`src/rtl/lstripe_pkg.sv`:
```
package lstripe_pkg;
    localparam int BLK_W = 66;
    localparam logic [1:0]  MARK_SYNC = 2'b10;
    localparam logic [47:0] MARK_FILL = 48'h5AC3_960F_E12D;

    typedef logic [BLK_W-1:0] blk_t;

    typedef enum logic [0:0] {
        ST_MARK = 1'b0,
        ST_DATA = 1'b1
    } lstripe_state_e;

    function automatic blk_t make_marker(input logic [7:0] lane_id);
        return {MARK_SYNC, lane_id, ~lane_id, MARK_FILL};
    endfunction
endpackage

```
`src/rtl/lstripe_rr_gather.sv`:
```
module lstripe_rr_gather
    import lstripe_pkg::*;
#(
    parameter int LANES = 4
) (
    input  logic                         clk,
    input  logic                         rst_n,
    input  logic                         take,
    input  blk_t                         blk,
    output logic                         last,
    output logic [(LANES-1)*BLK_W-1:0]   held
);
    localparam int PW = (LANES > 1) ? $clog2(LANES) : 1;

    logic [PW-1:0] ptr;

    assign last = (ptr == PW'(LANES - 1));

    always_ff @(posedge clk) begin
        if (!rst_n) begin
            ptr <= '0;
        end else if (take) begin
            ptr <= last ? '0 : ptr + 1'b1;
        end
    end

    for (genvar i = 0; i < LANES - 1; i++) begin : g_hold
        always_ff @(posedge clk) begin
            if (take && ptr == PW'(i)) begin
                held[i*BLK_W +: BLK_W] <= blk;
            end
        end
    end
endmodule

```
`src/rtl/lstripe_period_ctr.sv`:
```
module lstripe_period_ctr #(
    parameter int AM_PERIOD = 16384
) (
    input  logic clk,
    input  logic rst_n,
    input  logic clr,
    input  logic step,
    output logic at_end
);
    localparam int CW = (AM_PERIOD > 2) ? $clog2(AM_PERIOD - 1) : 1;

    logic [CW-1:0] cnt;

    assign at_end = (cnt == CW'(AM_PERIOD - 2));

    always_ff @(posedge clk) begin
        if (!rst_n || clr) begin
            cnt <= '0;
        end else if (step) begin
            cnt <= cnt + 1'b1;
        end
    end
endmodule

```
`src/rtl/lstripe_marker_gen.sv`:
```
module lstripe_marker_gen
    import lstripe_pkg::*;
#(
    parameter int LANES = 4
) (
    output logic [LANES*BLK_W-1:0] marks
);
    for (genvar i = 0; i < LANES; i++) begin : g_mark
        assign marks[i*BLK_W +: BLK_W] = make_marker(8'(i));
    end
endmodule

```
`src/rtl/lane_striper.sv`:
```
module lane_striper
    import lstripe_pkg::*;
#(
    parameter int LANES     = 4,
    parameter int AM_PERIOD = 16384
) (
    input  logic                     clk,
    input  logic                     rst_n,
    input  logic                     in_valid,
    input  logic [65:0]              in_block,
    output logic                     in_ready,
    output logic                     out_valid,
    output logic                     out_marker,
    output logic [LANES*66-1:0]      out_lanes
);
    localparam int HW = (LANES - 1) * BLK_W;

    lstripe_state_e state, nxt;
    logic           take, last, round_done, at_end;
    logic [HW-1:0]  held;
    logic [LANES*BLK_W-1:0] marks;

    assign in_ready   = (state == ST_DATA);
    assign take       = in_valid && in_ready;
    assign round_done = take && last;

    lstripe_rr_gather #(.LANES(LANES)) u_gather (
        .clk   (clk),
        .rst_n (rst_n),
        .take  (take),
        .blk   (in_block),
        .last  (last),
        .held  (held)
    );

    lstripe_period_ctr #(.AM_PERIOD(AM_PERIOD)) u_period (
        .clk    (clk),
        .rst_n  (rst_n),
        .clr    (state == ST_MARK),
        .step   (round_done),
        .at_end (at_end)
    );

    lstripe_marker_gen #(.LANES(LANES)) u_markgen (
        .marks (marks)
    );

    // state register
    always_ff @(posedge clk) begin
        if (!rst_n) begin
            state <= ST_MARK;
        end else begin
            state <= nxt;
        end
    end

    // transitions
    always_comb begin
        nxt = state;
        unique case (state)
            ST_MARK: nxt = ST_DATA;
            ST_DATA: nxt = (round_done && at_end) ? ST_MARK : ST_DATA;
            default: nxt = ST_MARK;
        endcase
    end

    // registered outputs
    always_ff @(posedge clk) begin
        if (!rst_n) begin
            out_valid  <= 1'b0;
            out_marker <= 1'b0;
            out_lanes  <= '0;
        end else begin
            unique case (state)
                ST_MARK: begin
                    out_valid  <= 1'b1;
                    out_marker <= 1'b1;
                    out_lanes  <= marks;
                end
                ST_DATA: begin
                    out_valid  <= round_done;
                    out_marker <= 1'b0;
                    if (round_done) begin
                        out_lanes <= {in_block, held};
                    end
                end
                default: begin
                    out_valid  <= 1'b0;
                    out_marker <= 1'b0;
                end
            endcase
        end
    end
endmodule

```
`config.mk`:
```
export PLATFORM = sky130hd
export DESIGN_NAME = lane_striper
export DESIGN_NICKNAME = d
export VERILOG_FILES = /design/src/rtl/lstripe_pkg.sv /design/src/rtl/lstripe_rr_gather.sv /design/src/rtl/lstripe_period_ctr.sv /design/src/rtl/lstripe_marker_gen.sv /design/src/rtl/lane_striper.sv
export SDC_FILE = /design/constraint.sdc
export NUM_CORES = 1
export LEC_CHECK = 0
export BUFFER_PORTS_ARGS = -buffer_cell sky130_fd_sc_hd__buf_2
export CAP_MARGIN = 0
export CORE_UTILIZATION = 40
export CTS_CLUSTER_SIZE = 40
export DETAILED_ROUTE_END_ITERATION = 6
export PLACE_DENSITY = 0.7
export SETUP_SLACK_MARGIN = 0.1
export SYNTH_ARGS = -nofsm -noshare
export SYNTH_HDL_FRONTEND = slang
export SYNTH_SLANG_ARGS = --single-unit
export TNS_END_PERCENT = 10
```
`constraint.sdc`:
```
create_clock -name clk -period 2.7 [get_ports clk]
set_clock_uncertainty 0.05 [all_clocks]
set_input_delay 0.27 -clock clk [delete_from_list [all_inputs] [get_ports clk]]
set_output_delay 0.27 -clock clk [all_outputs]
set_load 0.01 [all_outputs]
```
==> flow_summary.ini, run 1 <==
[run_status]
outcome = complete, no violations

[power]
p_leak_nw = 8.08
ir_drop_v = 0.000554
switchingPower_mw = 3.23
p_int_mw = 11.8
power.density_nw_per_um2 = 751
switching_share_pct = 21.5
power_frac_seq_pct = 52.6
pwr-share-comb_pct = 5.0
clkPwrFrac_pct = 42.4

[synth]
synth_cells = 1193
ys_ff_latch = 481
synth.top_cell.area_share_pct = 38.3
synth_area_um2 = 15500
synthTopCellsByArea = edfxtp_1 38%, dfxtp_1 37%, a22o_1 7.2%, nand2_1 6.7%, a31oi_1 5.3%
synth_largest_area_cell = edfxtp_1
synth_cell_type_count = 30
synth_warnings = 0
yosysSeqAreaShare_pct = 74.9
synthesis.nets = 1268
syn_area_per_cell_um2 = 13.0

[worst_setup_path]
crit_type = reg2reg
crit_path_start_kind = flop
critPathArrivalTime_ns = 2.52
r2r_cells = 5
endpoint = out_lanes[70]
cp_max_fo = 128
crit_path_start = u_gather.ptr[0]
end_kind = flop
r2r-end = out_lanes[70]
worstPathRequired_ns = 3.08
critical-path-max-stage-delay_ns = 0.40
critPathSlowestCell = dfxtp_1
crit-reg2reg-launch = u_gather.ptr[0]
crit_chain = ha_1 > and3_4 > nor2_4 > buf_12 > a22o_1
r2r_slack_ns = 0.56

[cells_and_area]
num-nets-final = 1652
final_cell_mix = 335 x buf_2, 282 x dfxtp_1, 278 x nand2_1
antenna_cells = 0
finalInstanceArea_um2 = 20000
fillers = 3205
syn_to_final_growth_pct = 28.7
drive_gt1_share_pct = 26.8
final_common_cell = buf_2

[clocking]
cts_tree = yes
worstSkewPairLatency_ns = 0.56
holdBufCountCts = 68
clk_pin_slew_worst_paths_ns = 0.06
cts_resized = 0
root_buffer = clkbuf_16
cts_buffers = 48
cts_setup_buffers = 0
clock-sinks = 481
clock_path_buffers = 3
htree_levels = 2

[floorplan]
rows = 71
core-area_um2 = 37900
start_util_pct = 40.9
dieArea_um2 = 39600
ios = 336
chipHeight_um = 199
die_w_um = 199

[job]
drv_cap = 0

[sta]
report.final.slew_viol_count = 0
finalSetupViolCount = 0
tightest_slew_ns = 0.789
min_period_ns = 2.14
timing.fmax_mhz = 468
rsz0062_at_grt = false
relSlewSlack_pct = 47.4
tns_ns = 0
hold_viol_final = 0
period_share_pct = 79.1

[worst_hold_path]
hold_path.startpoint = u_gather.held[101]
hp-class = reg2reg

[global_routing]
grt_pass1_wl_mm = 59.1
grtUsageTotal_pct = 19.4
antenna_found_initial = 0
grt_max_degree = 141
gr-total-overflow = 0
first_global_vias = 10217

[detailed_routing]
detail_route.wl_per_cell_um = 18.4
first_pass_iters = 5
vias = 10900
antenna_left = 0
drt-vias-per-instance = 5.13
routed_wl_mm = 39.2
drtIter0Drc = 828
drc = 0

[placed_design]
dpl.hpwl_mm = 24.2
place_congestion = 0.797
numPortBuffers = 335
placed_cell_area_um2 = 17800
[cell usage after synthesis (all sizes together)]
cell,count
dfxtp,283
nand2,278
edfxtp,198
a31oi,132
a22o,128
buf,46
clkbuf,45
nor2,15
a21oi,11
nand3,9
ha,6
inv,5
nand4,5
xnor2,5
and3,4
o21ai,4
or3,4
nor4,3
xor2,3
and2,2
and4,2
a211oi,1
a21boi,1
clkinv,1
nor3,1
nor4b,1
[state kept, by name (all words and copies together) (netlist names)]
register       flops
u_gather.ptr       2
out_valid          1
u_period.cnt      14
u_gather.held    198
in_ready           1
out_lanes        264
out_marker         1
[cell type report]
cell class | instances | area (um2) | share of cell area [%]
well taps | 511 | 639 | 3.20
multi-input cells | 615 | 3520 | 17.6
repair buffers | 425 | 2660 | 13.3
inverters | 6 | 25.0 | 0.125
flip-flops and latches | 481 | 11600 | 58.2
clock inverters | 14 | 97.6 | 0.489
clock buffers | 74 | 1410 | 7.07
[critical path, delay by kind of cell (launching register included)]
| kind | cells | cell delay, ns |
|---|---|---|
| buf+inv | 1 | 0.22 |
| compound gates | 1 | 0.36 |
| simple gates | 2 | 0.47 |
| fa+ha+maj | 1 | 0.32 |
| flops | 1 | 0.40 |
[logic make-up after synthesis]
| logic type | Yosys count | share of synthesized area, % |
|---|---|---|
| AO/OA/AOI/OAI | 277 | 13.1 |
| flip-flops | 481 | 74.9 |
| AND/OR/NAND/NOR | 324 | 8.38 |
| XOR/XNOR | 8 | 0.452 |
| buffers and inverters | 97 | 2.70 |
| adder cells (fa/ha/maj) | 6 | 0.484 |
[metrics by stage]
stage / setup WS, ns / cells / total power [mW] / hold slack (ns) / utilization (%)
floorplan: 0.447 / 1193 / 8.33 / 0.319 / -
global placement: 0.748 / 1970 / 8.70 / 0.386 / 46.9
detailed placement: 0.662 / 1970 / 8.72 / 0.392 / 46.9
CTS: 0.639 / 2126 / 15.2 / 0.387 / 52.6
global route: 0.464 / 2126 / 15.5 / 0.413 / 52.6
finish: 0.564 / 2126 / 15.0 / 0.398 / 52.6
[per-layer routing]
metal | GRT usage [%] | part of all wire (%) | routed length (um)
met1 | 25.4 | 42 | 16600
met2 | 31.1 | 48 | 18800
met3 | 3.32 | 5.1 | 2010
met4 | 9.74 | 4.4 | 1720
met5 | 0 | 0 | 0
[worst min-delay path by stage]
stage                         endpoint  slack [ns]  depth (start not counted)
floorplan             u_gather.held[0]        0.32                          0
global placement        out_lanes[127]        0.39                          1
global route          u_gather.held[5]        0.41                          2
CTS                 u_gather.held[161]        0.39                          2
detailed placement      out_lanes[144]        0.39                          1
finish                  out_lanes[101]        0.40                          1
[power groups by stage]
stage	Sequential [mW]	Clock, mW	Combinational, mW
after global placement	8.03	0	0.667
after floorplan	8.10	0	0.236
after CTS	7.89	6.51	0.756
after global routing	7.91	6.82	0.819
final	7.89	6.36	0.749
after detailed placement	8.04	0	0.678
No activity file was read; power rests on OpenSTA's default activity.
==> run 2: changes to the inputs <==
--- a/config.mk
+++ b/config.mk
@@ -5,12 +5,13 @@
 export SDC_FILE = /design/constraint.sdc
 export NUM_CORES = 1
 export LEC_CHECK = 0
+export ABC_AREA = 1
 export BUFFER_PORTS_ARGS = -buffer_cell sky130_fd_sc_hd__buf_2
 export CAP_MARGIN = 0
 export CORE_UTILIZATION = 40
 export CTS_CLUSTER_SIZE = 40
 export DETAILED_ROUTE_END_ITERATION = 6
-export PLACE_DENSITY = 0.7
+export PLACE_DENSITY = 0.72
 export SETUP_SLACK_MARGIN = 0.1
 export SYNTH_ARGS = -nofsm -noshare
 export SYNTH_HDL_FRONTEND = slang
==> constraint.sdc (replaced) <==
create_clock -name clk -period 1.7 [get_ports clk]
set_clock_uncertainty 0.05 [all_clocks]
set_input_delay 0.17 -clock clk [delete_from_list [all_inputs] [get_ports clk]]
set_output_delay 0.17 -clock clk [all_outputs]
set_load 0.01 [all_outputs]
==> run 2 against run 1 <==
Effect of this change: synthesized cell count is 25% higher; via count increased by 16%; count of clock-buffer cells in the layout down 9; core utilization up 2.7 points; largest power group unchanged; highest routed layer unchanged.
==> flow_summary.ini, run 2 <==
[global_routing]
gr-total-overflow = 0
first_global_vias = 11640
grt_pass1_wl_mm = 63.2
antenna_found_initial = 1
grt_max_degree = 98
grtUsageTotal_pct = 19.5

[cells_and_area]
drive_gt1_share_pct = 32.5
final_cell_mix = 370 x nand2_1, 335 x buf_2, 318 x a21oi_1
syn_to_final_growth_pct = 36.1
largest_reg_flops = 264
biggestRegsByFlops = out_lanes: 264 flops, u_gather.held: 198 flops, u_period.cnt: 14 flops
top_register = out_lanes
final_cells = 2467
num-nets-final = 1976
final_common_cell = nand2_1

[worst_hold_path]
hp-class = in2reg

[detailed_routing]
antenna_left = 0
drt-vias-per-instance = 5.11
drtIter0Drc = 811
drc = 0
first_pass_iters = 5
vias = 12600
routed_wl_mm = 44.7
detail_route.wl_per_cell_um = 18.1

[placed_design]
dpl.hpwl_mm = 25.8
dp.cells = 2296
place_congestion = 0.816
numPortBuffers = 335
dp_slack_ns = 0.0364

[clocking]
clock-sinks = 481
htree_levels = 2
clock_path_buffers = 3
cts_buffers = 48
root_buffer = clkbuf_16
cts_tree = yes
worstSkewPairLatency_ns = 0.57
clk_pin_slew_worst_paths_ns = 0.07

[floorplan]
ios = 336
start_util_pct = 40.6
die_w_um = 203
chipHeight_um = 203
core-area_um2 = 39700
dieArea_um2 = 41200
rows = 73

[synth]
synth_adder_area_share_pct = 0.465
syn_area_per_cell_um2 = 10.8
synth_edf_count = 198
synth_top_family_by_area = compound AO/OA/AOI/OAI gates
synth_largest_area_cell = edfxtp_1
synth-simple-area-share_pct = 11.1
synth.top_cell.area_share_pct = 36.8
synth_xor_area_share_pct = 0
synth_cell_type_count = 24
synth_cells = 1495
synthTopCellsByArea = edfxtp_1 37%, dfxtp_1 35%, a21oi_1 13%, nand2_1 9.9%, buf_2 1.3%
yosysSeqAreaShare_pct = 71.9
ys.flop_type = dfxtp_1
yosysMostFrequentCell = nand2_1
postSynth.asyncResetShare_pct = 0
synthesis.nets = 1570
synth_warnings = 0
synth.mux.area_fraction_pct = 0
yosys-top-cells-count = 426 x nand2_1, 404 x a21oi_1, 283 x dfxtp_1
synth_compound_area_share_pct = 12.9
ys_ff_latch = 481
synth_area_um2 = 16100

[sta]
min_period_ns = 1.66
hold_viol_final = 0
fin_ws_ns = 0.0426
timing.fmax_mhz = 603
tightest_slew_ns = 0.447
report.final.slew_viol_count = 0
rsz0062_at_grt = true
fin_hold_ws_ns = 0.301
finalSetupViolCount = 0
relSlewSlack_pct = 70.2
period_share_pct = 97.5

[worst_setup_path]
crit_path_start_kind = flop
critical-path-max-stage-delay_ns = 0.36
cp_max_fo = 17
worstPathRequired_ns = 2.15
critPathArrivalTime_ns = 2.10
r2r_slack_ns = 0.04
critPathSlowestCell = dfxtp_4
end_kind = flop
crit_chain = ha_4 > nand3_4 > inv_8 > nor2_4 > buf_12 > clkbuf_16 > nand2_1 > a21oi_1
crit_type = reg2reg

[power]
ir_drop_v = 0.000968
finalPower_mw = 25.0
power.density_nw_per_um2 = 1140
p_leak_nw = 8.67

[job]
drv_cap = 0

[run_status]
outcome = complete, no violations
run 2: worst max-delay path: cells and delay by family, from the launching register on:
family | cells | cell delay (ns)
adders and majority gates | 1 | 0.16
DFF | 1 | 0.36
and+or+nand+nor | 3 | 0.35
AOI/OAI and AO/OA | 1 | 0.14
buffers and inverters | 3 | 0.51
run 2: path summary, 6_finish.rpt:
path,start,to,depth (start not counted)
min reg2reg,out_lanes[200],out_lanes[200],2
max,u_gather.ptr[0],out_lanes[123],8
min,in_block[48],u_gather.held[180],2
max reg2reg,u_gather.ptr[0],out_lanes[123],8
run 2: layer usage:
metal	track usage [%]	part of all wire, %	up-vias
met5	0	0	-
met4	9.18	3.7	0
met3	4.19	6.6	107
met2	32.8	50	464
met1	23.8	40	6121
li1	-	-	5908
run 2: logic make-up (layout without fill, tap and decap cells):
logic type               after synthesis  count (layout)
flip-flops                           481             481
AO/OA/AOI/OAI                        414             414
adder cells (fa/ha/maj)                6               6
other                                  0               1
buffers and inverters                127             573
AND/OR/NAND/NOR                      467             467
run 2: layout make-up:
class | instances | area (um2)
diodes | 1 | 2.50
clock buffers | 65 | 1390
clock inverters | 25 | 230
fillers | 3221 | 17800
inverters | 25 | 114
multi-input cells | 887 | 4640
flip-flops and latches | 481 | 11600
well taps | 525 | 657
repair buffers | 458 | 3320
run 2: stage by stage:
stage	instance area (um2)	utilization [%]	setup TNS (ns)
after floorplan	16200	-	-57.60
after global placement	18700	47.0	0
after detailed placement	18700	47.0	0
after CTS	21000	52.8	0
after global routing	22000	55.3	-0.0216
final	22000	55.3	0
run 2: what timing repair did:
item | in CTS | in global routing
setup endpoints to repair | 89 | 269
resized for setup | 2 | 198
endpoints found under the hold margin | 268 | 0
cloned | 0 | 9
setup buffers | 0 | 3
hold buffers | 68 | 0
pin swaps | 0 | 87
run 2: where the power goes:
part | internal [mW] | leakage, nW | total (mW) | switching (mW)
registers | 12.4 | 4.13 | 12.6 | 0.174
clock network | 6.23 | 0.803 | 10.7 | 4.49
logic | 0.668 | 3.74 | 1.70 | 1.04
